### config.mk
export PLATFORM = sky130hd
export DESIGN_NAME = wdt_two_stage
export DESIGN_NICKNAME = d
export VERILOG_FILES = /design/src/rtl/wdt2_pkg.sv /design/src/rtl/wdt2_ctrl.sv /design/src/rtl/wdt2_prescale.sv /design/src/rtl/wdt2_stage_count.sv /design/src/rtl/wdt_two_stage.sv
export SDC_FILE = /design/constraint.sdc
export NUM_CORES = 1
export LEC_CHECK = 0
export BUFFER_PORTS_ARGS = -buffer_cell sky130_fd_sc_hd__buf_2
export CAP_MARGIN = 20
export CORE_ASPECT_RATIO = 1.25
export CORE_MARGIN = 2
export CORE_UTILIZATION = 60
export CTS_CLUSTER_SIZE = 28
export DETAILED_ROUTE_END_ITERATION = 8
export PLACE_DENSITY_LB_ADDON = 0.15
export SYNTH_ARGS = -nofsm -noshare
export SYNTH_HDL_FRONTEND = slang
export SYNTH_SLANG_ARGS = --single-unit
### constraint.sdc
create_clock -name clk_i -period 10.2 [get_ports clk_i]
set_clock_uncertainty 0.15 [all_clocks]
set_input_delay 1.02 -clock clk_i [delete_from_list [all_inputs] [get_ports clk_i]]
set_output_delay 1.02 -clock clk_i [all_outputs]
set_load 0.01 [all_outputs]
### src/rtl/wdt2_pkg.sv
package wdt2_pkg;

  typedef enum logic [1:0] {
    ST_IDLE = 2'd0,
    ST_ONE  = 2'd1,
    ST_TWO  = 2'd2,
    ST_DONE = 2'd3
  } wdt_stage_e;

  typedef enum logic [1:0] {
    INT_IRQ  = 2'd0,
    INT_RSVD = 2'd1,
    INT_SMI  = 2'd2,
    INT_OFF  = 2'd3
  } int_sel_e;

  // control word bit positions (software-visible layout)
  localparam int unsigned CW_LOCK = 0;
  localparam int unsigned CW_EN   = 1;
  localparam int unsigned CW_FREE = 2;

endpackage

### src/rtl/wdt2_ctrl.sv
module wdt2_ctrl
  import wdt2_pkg::*;
(
  input  logic       clk_i,
  input  logic       rst_ni,
  input  logic       wr_i,
  input  logic [2:0] word_i,
  output logic       en_o,
  output logic       free_o,
  output logic       locked_o,
  output logic       en_set_o,
  output logic       en_clr_o
);

  logic wr_ok;

  assign wr_ok    = wr_i && !locked_o;
  assign en_set_o = wr_ok && word_i[CW_EN] && !en_o;
  assign en_clr_o = wr_ok && !word_i[CW_EN];

  always_ff @(posedge clk_i or negedge rst_ni) begin
    if (!rst_ni) begin
      en_o     <= 1'b0;
      free_o   <= 1'b0;
      locked_o <= 1'b0;
    end else if (wr_ok) begin
      en_o     <= word_i[CW_EN];
      free_o   <= word_i[CW_FREE];
      locked_o <= word_i[CW_LOCK];
    end
  end

endmodule

### src/rtl/wdt2_prescale.sv
module wdt2_prescale #(
  parameter int unsigned FAST_SHIFT = 5,
  parameter int unsigned SLOW_SHIFT = 15
) (
  input  logic clk_i,
  input  logic rst_ni,
  input  logic clr_i,
  input  logic fast_i,
  output logic tick_o
);

  localparam int unsigned PW = SLOW_SHIFT;
  localparam logic [PW-1:0] FAST_MASK = PW'((64'd1 << FAST_SHIFT) - 64'd1);

  logic [PW-1:0] cnt_q;
  logic [PW-1:0] mask;

  assign mask   = fast_i ? FAST_MASK : '1;
  assign tick_o = ((cnt_q | ~mask) == '1);

  always_ff @(posedge clk_i or negedge rst_ni) begin
    if (!rst_ni)      cnt_q <= '0;
    else if (clr_i)   cnt_q <= '0;
    else if (tick_o)  cnt_q <= '0;
    else              cnt_q <= cnt_q + 1'b1;
  end

endmodule

### src/rtl/wdt2_stage_count.sv
module wdt2_stage_count #(
  parameter int unsigned W = 20
) (
  input  logic         clk_i,
  input  logic         rst_ni,
  input  logic         clr_i,
  input  logic         tick_i,
  input  logic [W-1:0] limit_i,
  output logic         expire_o
);

  logic [W-1:0] cnt_q;
  logic [W:0]   nxt;

  assign nxt      = {1'b0, cnt_q} + {{W{1'b0}}, 1'b1};
  assign expire_o = tick_i && (nxt >= {1'b0, limit_i});

  always_ff @(posedge clk_i or negedge rst_ni) begin
    if (!rst_ni)      cnt_q <= '0;
    else if (clr_i)   cnt_q <= '0;
    else if (tick_i)  cnt_q <= nxt[W-1:0];
  end

endmodule

### src/rtl/wdt_two_stage.sv
module wdt_two_stage
  import wdt2_pkg::*;
#(
  parameter int unsigned PRELOAD_W  = 20,
  parameter int unsigned FAST_SHIFT = 5,
  parameter int unsigned SLOW_SHIFT = 15
) (
  input  logic                 clk_i,
  input  logic                 rst_ni,
  input  logic                 ctl_wr_i,
  input  logic [2:0]           ctl_word_i,
  input  logic                 reboot_off_i,
  input  logic                 fast_i,
  input  logic [1:0]           int_type_i,
  input  logic [PRELOAD_W-1:0] preload1_i,
  input  logic [PRELOAD_W-1:0] preload2_i,
  input  logic                 kick_i,
  input  logic                 clr_prev_i,
  output logic                 irq_o,
  output logic                 smi_o,
  output logic                 reboot_req_o,
  output logic                 prev_reboot_o,
  output logic [1:0]           stage_o
);

  logic ctl_en, ctl_free, ctl_locked, ctl_en_set, ctl_en_clr;
  logic tick, cnt_exp, cnt_clr;
  logic running, kick_ok, start1, fire, fire_two;
  wdt_stage_e stage_q;
  int_sel_e   itype;
  logic [PRELOAD_W-1:0] limit_q;

  wdt2_ctrl u_ctrl (
    .clk_i    (clk_i),
    .rst_ni   (rst_ni),
    .wr_i     (ctl_wr_i),
    .word_i   (ctl_word_i),
    .en_o     (ctl_en),
    .free_o   (ctl_free),
    .locked_o (ctl_locked),
    .en_set_o (ctl_en_set),
    .en_clr_o (ctl_en_clr)
  );

  wdt2_prescale #(
    .FAST_SHIFT (FAST_SHIFT),
    .SLOW_SHIFT (SLOW_SHIFT)
  ) u_presc (
    .clk_i  (clk_i),
    .rst_ni (rst_ni),
    .clr_i  (cnt_clr),
    .fast_i (fast_i),
    .tick_o (tick)
  );

  wdt2_stage_count #(
    .W (PRELOAD_W)
  ) u_cnt (
    .clk_i    (clk_i),
    .rst_ni   (rst_ni),
    .clr_i    (cnt_clr),
    .tick_i   (tick),
    .limit_i  (limit_q),
    .expire_o (cnt_exp)
  );

  assign itype    = int_sel_e'(int_type_i);
  assign running  = (stage_q == ST_ONE) || (stage_q == ST_TWO);
  assign kick_ok  = kick_i && ctl_en && !ctl_en_clr;
  assign start1   = ctl_en_set || kick_ok;
  assign fire     = cnt_exp && running && !start1 && !ctl_en_clr;
  assign fire_two = fire && (stage_q == ST_TWO);
  assign cnt_clr  = start1 || fire || !running || ctl_en_clr;

  always_ff @(posedge clk_i or negedge rst_ni) begin
    if (!rst_ni) begin
      stage_q      <= ST_IDLE;
      limit_q      <= '1;
      irq_o        <= 1'b0;
      smi_o        <= 1'b0;
      reboot_req_o <= 1'b0;
    end else begin
      irq_o        <= 1'b0;
      smi_o        <= 1'b0;
      reboot_req_o <= 1'b0;
      if (ctl_en_clr) begin
        stage_q <= ST_IDLE;
      end else if (start1) begin
        stage_q <= ST_ONE;
        limit_q <= preload1_i;
      end else if (!ctl_en) begin
        stage_q <= ST_IDLE;
      end else if (fire && stage_q == ST_ONE) begin
        stage_q <= ST_TWO;
        limit_q <= preload2_i;
        irq_o   <= (itype == INT_IRQ);
        smi_o   <= (itype == INT_SMI);
      end else if (fire_two) begin
        reboot_req_o <= !reboot_off_i;
        stage_q      <= ctl_free ? ST_ONE : ST_DONE;
        limit_q      <= preload1_i;
      end
    end
  end

  always_ff @(posedge clk_i or negedge rst_ni) begin
    if (!rst_ni)                        prev_reboot_o <= 1'b0;
    else if (fire_two && !reboot_off_i) prev_reboot_o <= 1'b1;
    else if (clr_prev_i)                prev_reboot_o <= 1'b0;
  end

  assign stage_o = stage_q;

endmodule

# == Word level (Yosys, flattened, before mapping) ==
# Cells that the tools add are included.
# totals
inputBits,52
elab_cells,83
regBits,64
# op_classes
n_eq_ne,5
n_reduce_logical,31
n_addsub,2
bitwise_logic,3
muxes,30
magnitude_cmp,1
# ops
operator,n
20-bit 2-to-1 mux,6
15-bit 2-to-1 mux,3
20-bit by 1-bit adder with 21-bit output (second input constant),1
21-bit by 20-bit greater-or-equal comparator with 1-bit output,1
15-bit by 1-bit adder with 15-bit output (second input constant),1
15-bit equality test (second input constant),1
1-bit 2-to-1 mux,15
15-bit inverter,1
15-bit bitwise OR,1
1-bit logical AND,13
2-bit 2-to-1 mux,6
1-bit zero test,7
2-bit nonzero test,3
1-bit logical OR,5
5-bit != test (second input constant),1
2-bit equality test (second input constant),2
3-bit AND reduction,1
3-bit nonzero test,1
2-bit by 1-bit equality test with 1-bit output (second input constant),1
2-bit zero test,1
1-bit inverter,1

# == Longest topological paths before layout ==
# Gate-level depths: netlist of the first run.
# logic_depth
word_depth,15
depth_mapped,18
ltp_nobuf,14

# == By module ==
# A second synthesis of the first run with hierarchy kept.
# hier_totals
cells_unflattened,400
hier_area_um2,4067.7
# modules_own_cells
module,cells_per_inst,area_per_inst_um2,seq_area_each_um2,instances
wdt2_stage_count,214,1805.5,500.5,1
wdt_two_stage,100,1345.0,675.6,1
wdt2_prescale,77,774.5,375.4,1
wdt2_ctrl,9,142.6,75.1,1

# == Worst setup path after synthesis of the first run ==
# Ideal clock, no wire load.
# synth_timing
path_kind,register to register
start,register u_cnt.cnt_q[0]
end,register limit_q[3]
required_time_ns,9.975
t_arrival_ns,3.600
n_path_buf,3
setup_slack_ns,6.375
setup_ns,0.075
path_stages_with_launch,17
path_cell_list,dfrtp_1 nand2_1 nor4_2 nand2_1 or3_1 clkbuf_1 nand2b_1 xnor2_1 ha_1 and3_1 clkbuf_1 and2_1 a32o_1 o311ai_1 buf_2 a22oi_1 mux2i_1
# synth_via
elab_chain_len,10
word_cells_on_any_way,13
classes_between,1 x add/sub; 1 x order compare; 3 x mux; 8 x reduce/logical
# synth_lines
element,line_no,rtl
"start, declared",wdt2_stage_count.sv:12,logic [W-1:0] cnt_q;
"start signal, assigned",wdt2_stage_count.sv:21,else if (tick_i) cnt_q <= nxt[W-1:0];
20-bit by 1-bit adder with 21-bit output (*),wdt2_stage_count.sv:15,"assign nxt = {1'b0, cnt_q} + {{W{1'b0}}, 1'b1};"
21-bit by 20-bit greater-or-equal comparator with 1-bit output (*),wdt2_stage_count.sv:16,"assign expire_o = tick_i && (nxt >= {1'b0, limit_i});"
1-bit logical AND (*),wdt2_stage_count.sv:16,
1-bit logical AND (*) (3 in series),wdt_two_stage.sv:71,assign fire = cnt_exp && running && !start1 && !ctl_en_clr;
1-bit logical AND,wdt_two_stage.sv:93,end else if (fire && stage_q == ST_ONE) begin
20-bit 2-to-1 mux,wdt_two_stage.sv:93,
20-bit 2-to-1 mux,wdt_two_stage.sv:91,end else if (!ctl_en) begin
20-bit 2-to-1 mux,wdt_two_stage.sv:88,end else if (start1) begin
"end signal, assigned",wdt_two_stage.sv:90,limit_q <= preload1_i;
"end signal, assigned",wdt_two_stage.sv:95,limit_q <= preload2_i;
"end signal, assigned",wdt_two_stage.sv:101,limit_q <= preload1_i;
"end, declared",wdt_two_stage.sv:31,logic [PRELOAD_W-1:0] limit_q;
# Mark *: on every way between the ends. The rest lies on a longest branch, timed or not. The select of a mux whose other input is x is not followed.
# A chain may end at the register's enable or synchronous reset.

# == Final worst setup path of the first run ==
# layout_timing
start,register u_cnt.cnt_q[2]
end,register limit_q[0]
# Same word-level chain as after synthesis.

==> run summary, run 1 <==
Core ar. - 6130 µm²
Syn avg cell area - 9.69 µm²
Critical path launch point type - register
YS warnings - 0
Final setup violation count - 0
Top FF cell, synth - dfrtp_1
Achievable Freq - 0.229 GHz
Status - finished clean
Setup bufs post-CTS - 0
Initial DRC count - 229
Initial antenna violation count - 0
Clock Path Buffers - 2
Final WS setup - 5840 ps
Fin. Hold Viols - 0
I/O Buffers - 57
Most common cell after layout, fill and taps aside - buf_2
Maxcap violations - 0
PwrDens - 164 nW/µm²
ANT nets after route - 0
Period utilisation layout - 42.8%
Post-Syn Nets - 467
Setup TNS Final - 0 ps
N_diodes - 0
Post-synth cell types - 50
H-tree depth - 3
CTS tree - yes
Slew @ Worst Pin - 1100 ps
DP Worst Slack - 5650 ps
# clock sinks - 64
WS Path Type - reg -> reg
Fillcell total - 489
Chip Width - 75.1 µm
Via count - 3029
Hold Crit Class - reg -> reg
Most frequent cells in the layout - buf_2 (57), dfrtp_1 (44), inv_1 (35)
Clock network latency to the later pin of the worst-skew pair - 340 ps
Worst-path fanout max - 20
Synthesized cell area - 3790 µm²
Synth top area share - 29.1%
Largest stage delay on the critical path - 540 ps
Drt total wl - 7720 µm
CTS buffer count - 9
Synthesized netlist cell count - 391
Drt drc - 0
Gr usage total - 23.8%
HPWL Detailed - 5720 µm
CP top delay family - simple AND/OR/NAND/NOR gates
Wirelength per Cell - 14.3 µm
Core Rows - 32
Biggest area consumer among synthesized cells - dfrtp_1
Slowest CP cell - o311a_1
Setup repair after global routing missed its margin - false
Die area - 6970 µm²
First-pass GRT wire length - 12600 µm
Final Critical Period - 4360 ps
Drt first pass iters - 5
Share of cells above drive strength 1 - 23.1%
Seq. cell area - 1630 µm²
Final GP Congestion - 0.928
Post-synth EDFFs - 0
FFs w/ async S/R, synth - 100%
Post-synthesis sequential area ratio - 42.9%
Pleak - 0.00205 µW
Area contributors post-synth - dfrtp_1 (29%), dfstp_2 (14%), ha_1 (7.9%)
Clk pin slew, worst setup/hold paths - 70 ps
Fin nets - 525
Final Max Tran Viols - 0
Crit path capture type - register
Cells along the critical path - nand3_1, nor4_2, nand2_1, or3_1, nand2b_1, xnor2_1, ha_1, and3_1, and2_1, a32o_1, o311a_1, a22o_1, mux2_1
Hold_buf cts - 0
Largest net degree at the start of global routing - 65
Post-CTS Resized - 0
Max VDD drop - 0.000121 V
Rel. slew slack - 26.2%
Critical path data required time - 10320 ps
Critical Path AT - 4480 ps
Die H - 92.9 µm
Root Buffer - clkbuf_8
Num ports - 58
Vias in the first global route - 2871
Starting Density - 61.9%
Gr ovfl total - 0
Synth-to-Final Area Change - 14.6%
Multi-input gate area - 1970 µm²
Worst Path Buf+Inv - 0
Vias per std cell - 5.62
Register bit total from synthesis - 64
## path summary, 6_finish.rpt
| path | slack (ps) | endpoint | from | depth (start not counted) |
|---|---|---|---|---|
| worst max-delay path | 5840 | limit_q[0] | u_cnt.cnt_q[2] | 13 |
| worst max register to register | 5840 | limit_q[0] | u_cnt.cnt_q[2] | 13 |
| min in group asynchronous | 700 | u_presc.cnt_q[6] | rst_ni | 2 |
| worst min register to register | 340 | u_ctrl.free_o | u_ctrl.free_o | 2 |
| worst min-delay path | 340 | u_ctrl.free_o | u_ctrl.free_o | 2 |
| max in group asynchronous | 8660 | stage_o[1] | rst_ni | 2 |
## routing by layer
| metal | vias to the layer above | GRT usage [%] | part of all wire (%) |
|---|---|---|---|
| met5 | - | 0 | 0 |
| met4 | 0 | 12.4 | 2.9 |
| met3 | 19 | 3.70 | 3.2 |
| met2 | 70 | 37.8 | 48 |
| met1 | 1429 | 30.9 | 46 |
| li1 | 1511 | - | - |
## final cells by class
cell class / instances / share of cell area, %
clock buffer: 13 / 3.43
clock inverter: 3 / 0.980
inverter: 35 / 3.03
multi-input combinational: 278 / 45.3
sequential: 64 / 37.5
tap: 85 / 2.45
timing repair buffer: 61 / 7.35
## synthesized netlist by cell type, drive strengths merged (5+ instances only)
master and instances:
nor3 5, clkbuf 7, o21ai 15, nand3 9
inv 35, a22oi 19, xor2 15, nand2 30
dfrtp 44, a22o 13, mux2i 19, nor4 5
nor2 34, ha 24, buf 7, dfstp 20
a21oi 15, or3 6, xnor2 12, nand4 10
## power by group
group | switching (µW) | internal [µW] | leakage, µW
Combinational | 104 | 65.6 | 0.00114
Clock | 93.5 | 119 | 0.0000936
Sequential | 13.1 | 318 | 0.000814
## worst reg2reg max path, delay by kind of cell, from the launching register on
kind / cells / cell delay [ps]
multiplexers: 1 / 290
AND/OR/NAND/NOR: 7 / 1760
adder cells (fa/ha/maj): 1 / 280
AO/OA/AOI/OAI: 3 / 1110
XOR/XNOR: 1 / 240
flip-flops: 1 / 460
## sequential cells by signal, summed over array words and instances, names as in the netlist, 2 cells and up
register	count
u_presc.cnt_q	15
limit_q	20
u_cnt.cnt_q	20
stage_o	2
## cell families after synthesis
group	after synthesis	synth area share (%)
flops	64	42.9
fa+ha+maj	24	7.92
mux	20	5.32
xor+xnor	27	6.24
simple gates	119	15.5
buf+inv	49	5.38
compound gates	88	16.7
## metrics by stage
step / area [µm²] / utilization (%) / cells / total power (µW) / hold slack [ps]
6_report: 4340 / 70.9 / 539 / 714 / 340
5_1_grt: 4340 / 70.9 / 539 / 757 / 351
4_1_cts: 4330 / 70.7 / 538 / 721 / 337
3_5_place_dp: 4140 / 67.6 / 522 / 506 / 321
3_3_place_gp: 4140 / 67.6 / 522 / 497 / 308
2_1_floorplan: 3790 / - / 391 / 458 / 291
No activity file was read; power rests on OpenSTA's default activity.
==> run 2, diff against run 1 <==
--- a/config.mk
+++ b/config.mk
@@ -9,7 +9,7 @@
 export CAP_MARGIN = 20
 export CORE_ASPECT_RATIO = 1.25
 export CORE_MARGIN = 2
-export CORE_UTILIZATION = 60
+export CORE_UTILIZATION = 52
 export CTS_CLUSTER_SIZE = 28
 export DETAILED_ROUTE_END_ITERATION = 8
 export PLACE_DENSITY_LB_ADDON = 0.15
==> constraint.sdc (replaced) <==
create_clock -name clk_i -period 3.8 [get_ports clk_i]
set_clock_uncertainty 0.15 [all_clocks]
set_input_delay 0.38 -clock clk_i [delete_from_list [all_inputs] [get_ports clk_i]]
set_output_delay 0.38 -clock clk_i [all_outputs]
set_load 0.01 [all_outputs]
==> run 2 against run 1 <==
Effect of this change: count of clock-buffer cells in the layout decreased by 3; core utilization decreased by 0.86 points; worst hold slack got worse by 290 ps; total power increased to 3.0 times the previous value; non-clock buffer count increased by 36; clock power increased to 3.3 times the previous value; combinational power increased to 3.3 times the previous value; flip-flop and latch count unchanged; wire length increased by 22%; first-iteration DRC count decreased by 12%; via count increased by 8.9%; global-route usage decreased by 0.92 points.
==> run summary, run 2 (synthesis results as in run 1) <==
Most common cell after layout, fill and taps aside - buf_2
Vias per std cell - 5.68 (+1.0%)
Final Critical Period - 3720 ps (-642 ps)
Placed inst area - 4330 µm² (+4.5%)
DP Worst Slack - -4.82 ps (-5650 ps)
Maxcap violations - 0 (unchanged)
Starting Density - 54.0% (-7.9 points)
Initial DRC count - 201 (-12%)
Post-route cell area - 4910 µm² (+13%)
Final setup violation count - 0 (unchanged)
Core Rows - 34 (+6.3%)
Synth-to-Final Area Change - 29.7%
Share of power burned in registers - 41.3% (-5.1 points)
Fin. Hold Viols - 0 (unchanged)
Setup slack, reg-to-reg - 80 ps (-5760 ps)
Drt drc - 0 (unchanged)
Final GP Congestion - 0.885 (-4.6%)
Rel. slew slack - 48.5% (+22 points)
H-tree depth - 3 (unchanged)
Gr usage total - 22.9% (-0.92 points)
Internal - 1520 µW (+200%)
CTS tree - yes
Wirelength per Cell - 16.2 µm (+13%)
Hold_sp - reboot_off_i
Max VDD drop - 0.000347 V (+190%)
Reg2reg end - u_cnt.cnt_q[16]
Critical path launch point type - register
Sw Share - 29.4% (-0.15 points)
Top flop regs - limit_q (20), u_cnt.cnt_q (20), u_presc.cnt_q (15)
Clock network latency to the later pin of the worst-skew pair - 340 ps (about the same)
I/O Buffers - 57 (unchanged)
Crit path capture type - register
WHS Path Cells - 2 (unchanged)
Worst Path Buf+Inv - 1 (+1)
Period utilisation layout - 97.9% (+55 points)
HPWL Detailed - 6130 µm (+7.2%)
Logic pwr share - 25.9% (+2.1 points)
Die H - 99.5 µm (+7.1%)
Sw power - 632 µW (+200%)
Chip Width - 80.4 µm (+7.0%)
Slowest CP cell - or3_4
WS Path Type - reg -> reg
Final Max Tran Viols - 0 (unchanged)
Fin nets - 562 (+7.0%)
# clock sinks - 64 (unchanged)
PwrDens - 438 nW/µm² (+170%)
CP top delay family - simple AND/OR/NAND/NOR gates
Critical path data required time - 3920 ps (-6400 ps)
ANT nets after route - 0 (unchanged)
Final Core Density - 70.0% (-0.86 points)
Achievable Freq - 0.269 GHz (+17%)
Hold slack - 51.7 ps (-288 ps)
Core ar. - 7020 µm² (+15%)
N_diodes - 0 (unchanged)
Num ports - 58 (unchanged)
Share of cells above drive strength 1 - 34.4% (+11 points)
Cells along the critical path - nand3_2, nor4_4, nand2_1, or3_4, buf_4, nand2b_1, nand2_2, ha_4, nand4_1, nor2_1, a221oi_2, a21bo_4, a211o_4, or3_1, o21ai_1
Hold Crit Class - in -> reg
Pwr Total - 2150 µW (+200%)
Critical R2R Launch - u_cnt.cnt_q[4]
Largest net degree at the start of global routing - 46 (-29%)
Clk pin slew, worst setup/hold paths - 80 ps (about the same)
R2R depth - 15 (+2)
Critical Path AT - 3840 ps (-640 ps)
CTS buffer count - 9 (unchanged)
Die area - 7990 µm² (+15%)
Status - finished clean
Root Buffer - clkbuf_8
Slew @ Worst Pin - 767 ps (-337 ps)
Clock group share of total power - 32.8% (+3.0 points)
Initial antenna violation count - 0 (unchanged)
Drt total wl - 9400 µm (+22%)
First-pass GRT wire length - 14200 µm (+13%)
Drt first pass iters - 4 (-1)
Pleak - 0.00231 µW (+13%)
Via count - 3298 (+8.9%)
Worst-path fanout max - 5 (-75%)
Gr ovfl total - 0 (unchanged)
Vias in the first global route - 3144 (+9.5%)
Final WS setup - 79.1 ps (-5760 ps)
Hold EP - reboot_req_o
Most frequent cells in the layout - buf_2 (57), dfrtp_1 (44), inv_1 (35)
Largest stage delay on the critical path - 450 ps (-90 ps)
Clock Path Buffers - 2 (unchanged)
-- run 2: how the worst max path moves through the flow --
stage | startpoint | end | cells past startpoint
CTS | u_cnt.cnt_q[0] | u_cnt.cnt_q[16] | 15
global placement | u_cnt.cnt_q[0] | u_cnt.cnt_q[16] | 14
finish | u_cnt.cnt_q[4] | u_cnt.cnt_q[16] | 15
global route | u_cnt.cnt_q[0] | u_cnt.cnt_q[16] | 14
floorplan | u_cnt.cnt_q[0] | limit_q[10] | 17
detailed placement | u_cnt.cnt_q[0] | u_cnt.cnt_q[19] | 15
-- run 2: cell type report --
cell class,count,area (µm²)
clock buffers,10,128
well taps,90,113
fillers,539,2100
clock inverters,6,108
flip-flops and latches,64,1630
inverters,35,131
repair buffers,97,659
multi-input cells,279,2150
-- run 2: routing by layer --
layer / wire (µm) / vias to the layer above / track usage [%] / share of wire [%]
li1: - / 1589 / - / -
met1: 4090 / 1613 / 29.6 / 44
met2: 4750 / 77 / 37.6 / 51
met3: 309 / 19 / 4.63 / 3.3
met4: 250 / 0 / 9.26 / 2.7
met5: 0 / - / 0 / 0
-- run 2: timing repair --
action | in CTS | in global routing
gates cloned | 0 | 2
endpoints found under the setup margin | 10 | 38
resized for setup | 1 | 37
hold endpoints to repair | 10 | 0
buffers inserted | 2 | 15
hold buffers | 1 | 0
pin swaps | 1 | 31
-- run 2: power groups by stage --
stage          combinational (µW)  sequential [µW]  clock [µW]
3_3_place_gp                  460              898           0
5_1_grt                       622              901         754
3_5_place_dp                  478              902           0
4_1_cts                       501              889         717
2_1_floorplan                 336              895           0
6_report                      558              889         707
-- run 2: stage by stage --
step	TNS (ps)	std cells
final	0	581
after global routing	-649	581
after CTS	0	564
after detailed placement	-7.15	545
after global placement	0	545
after floorplan	0	391
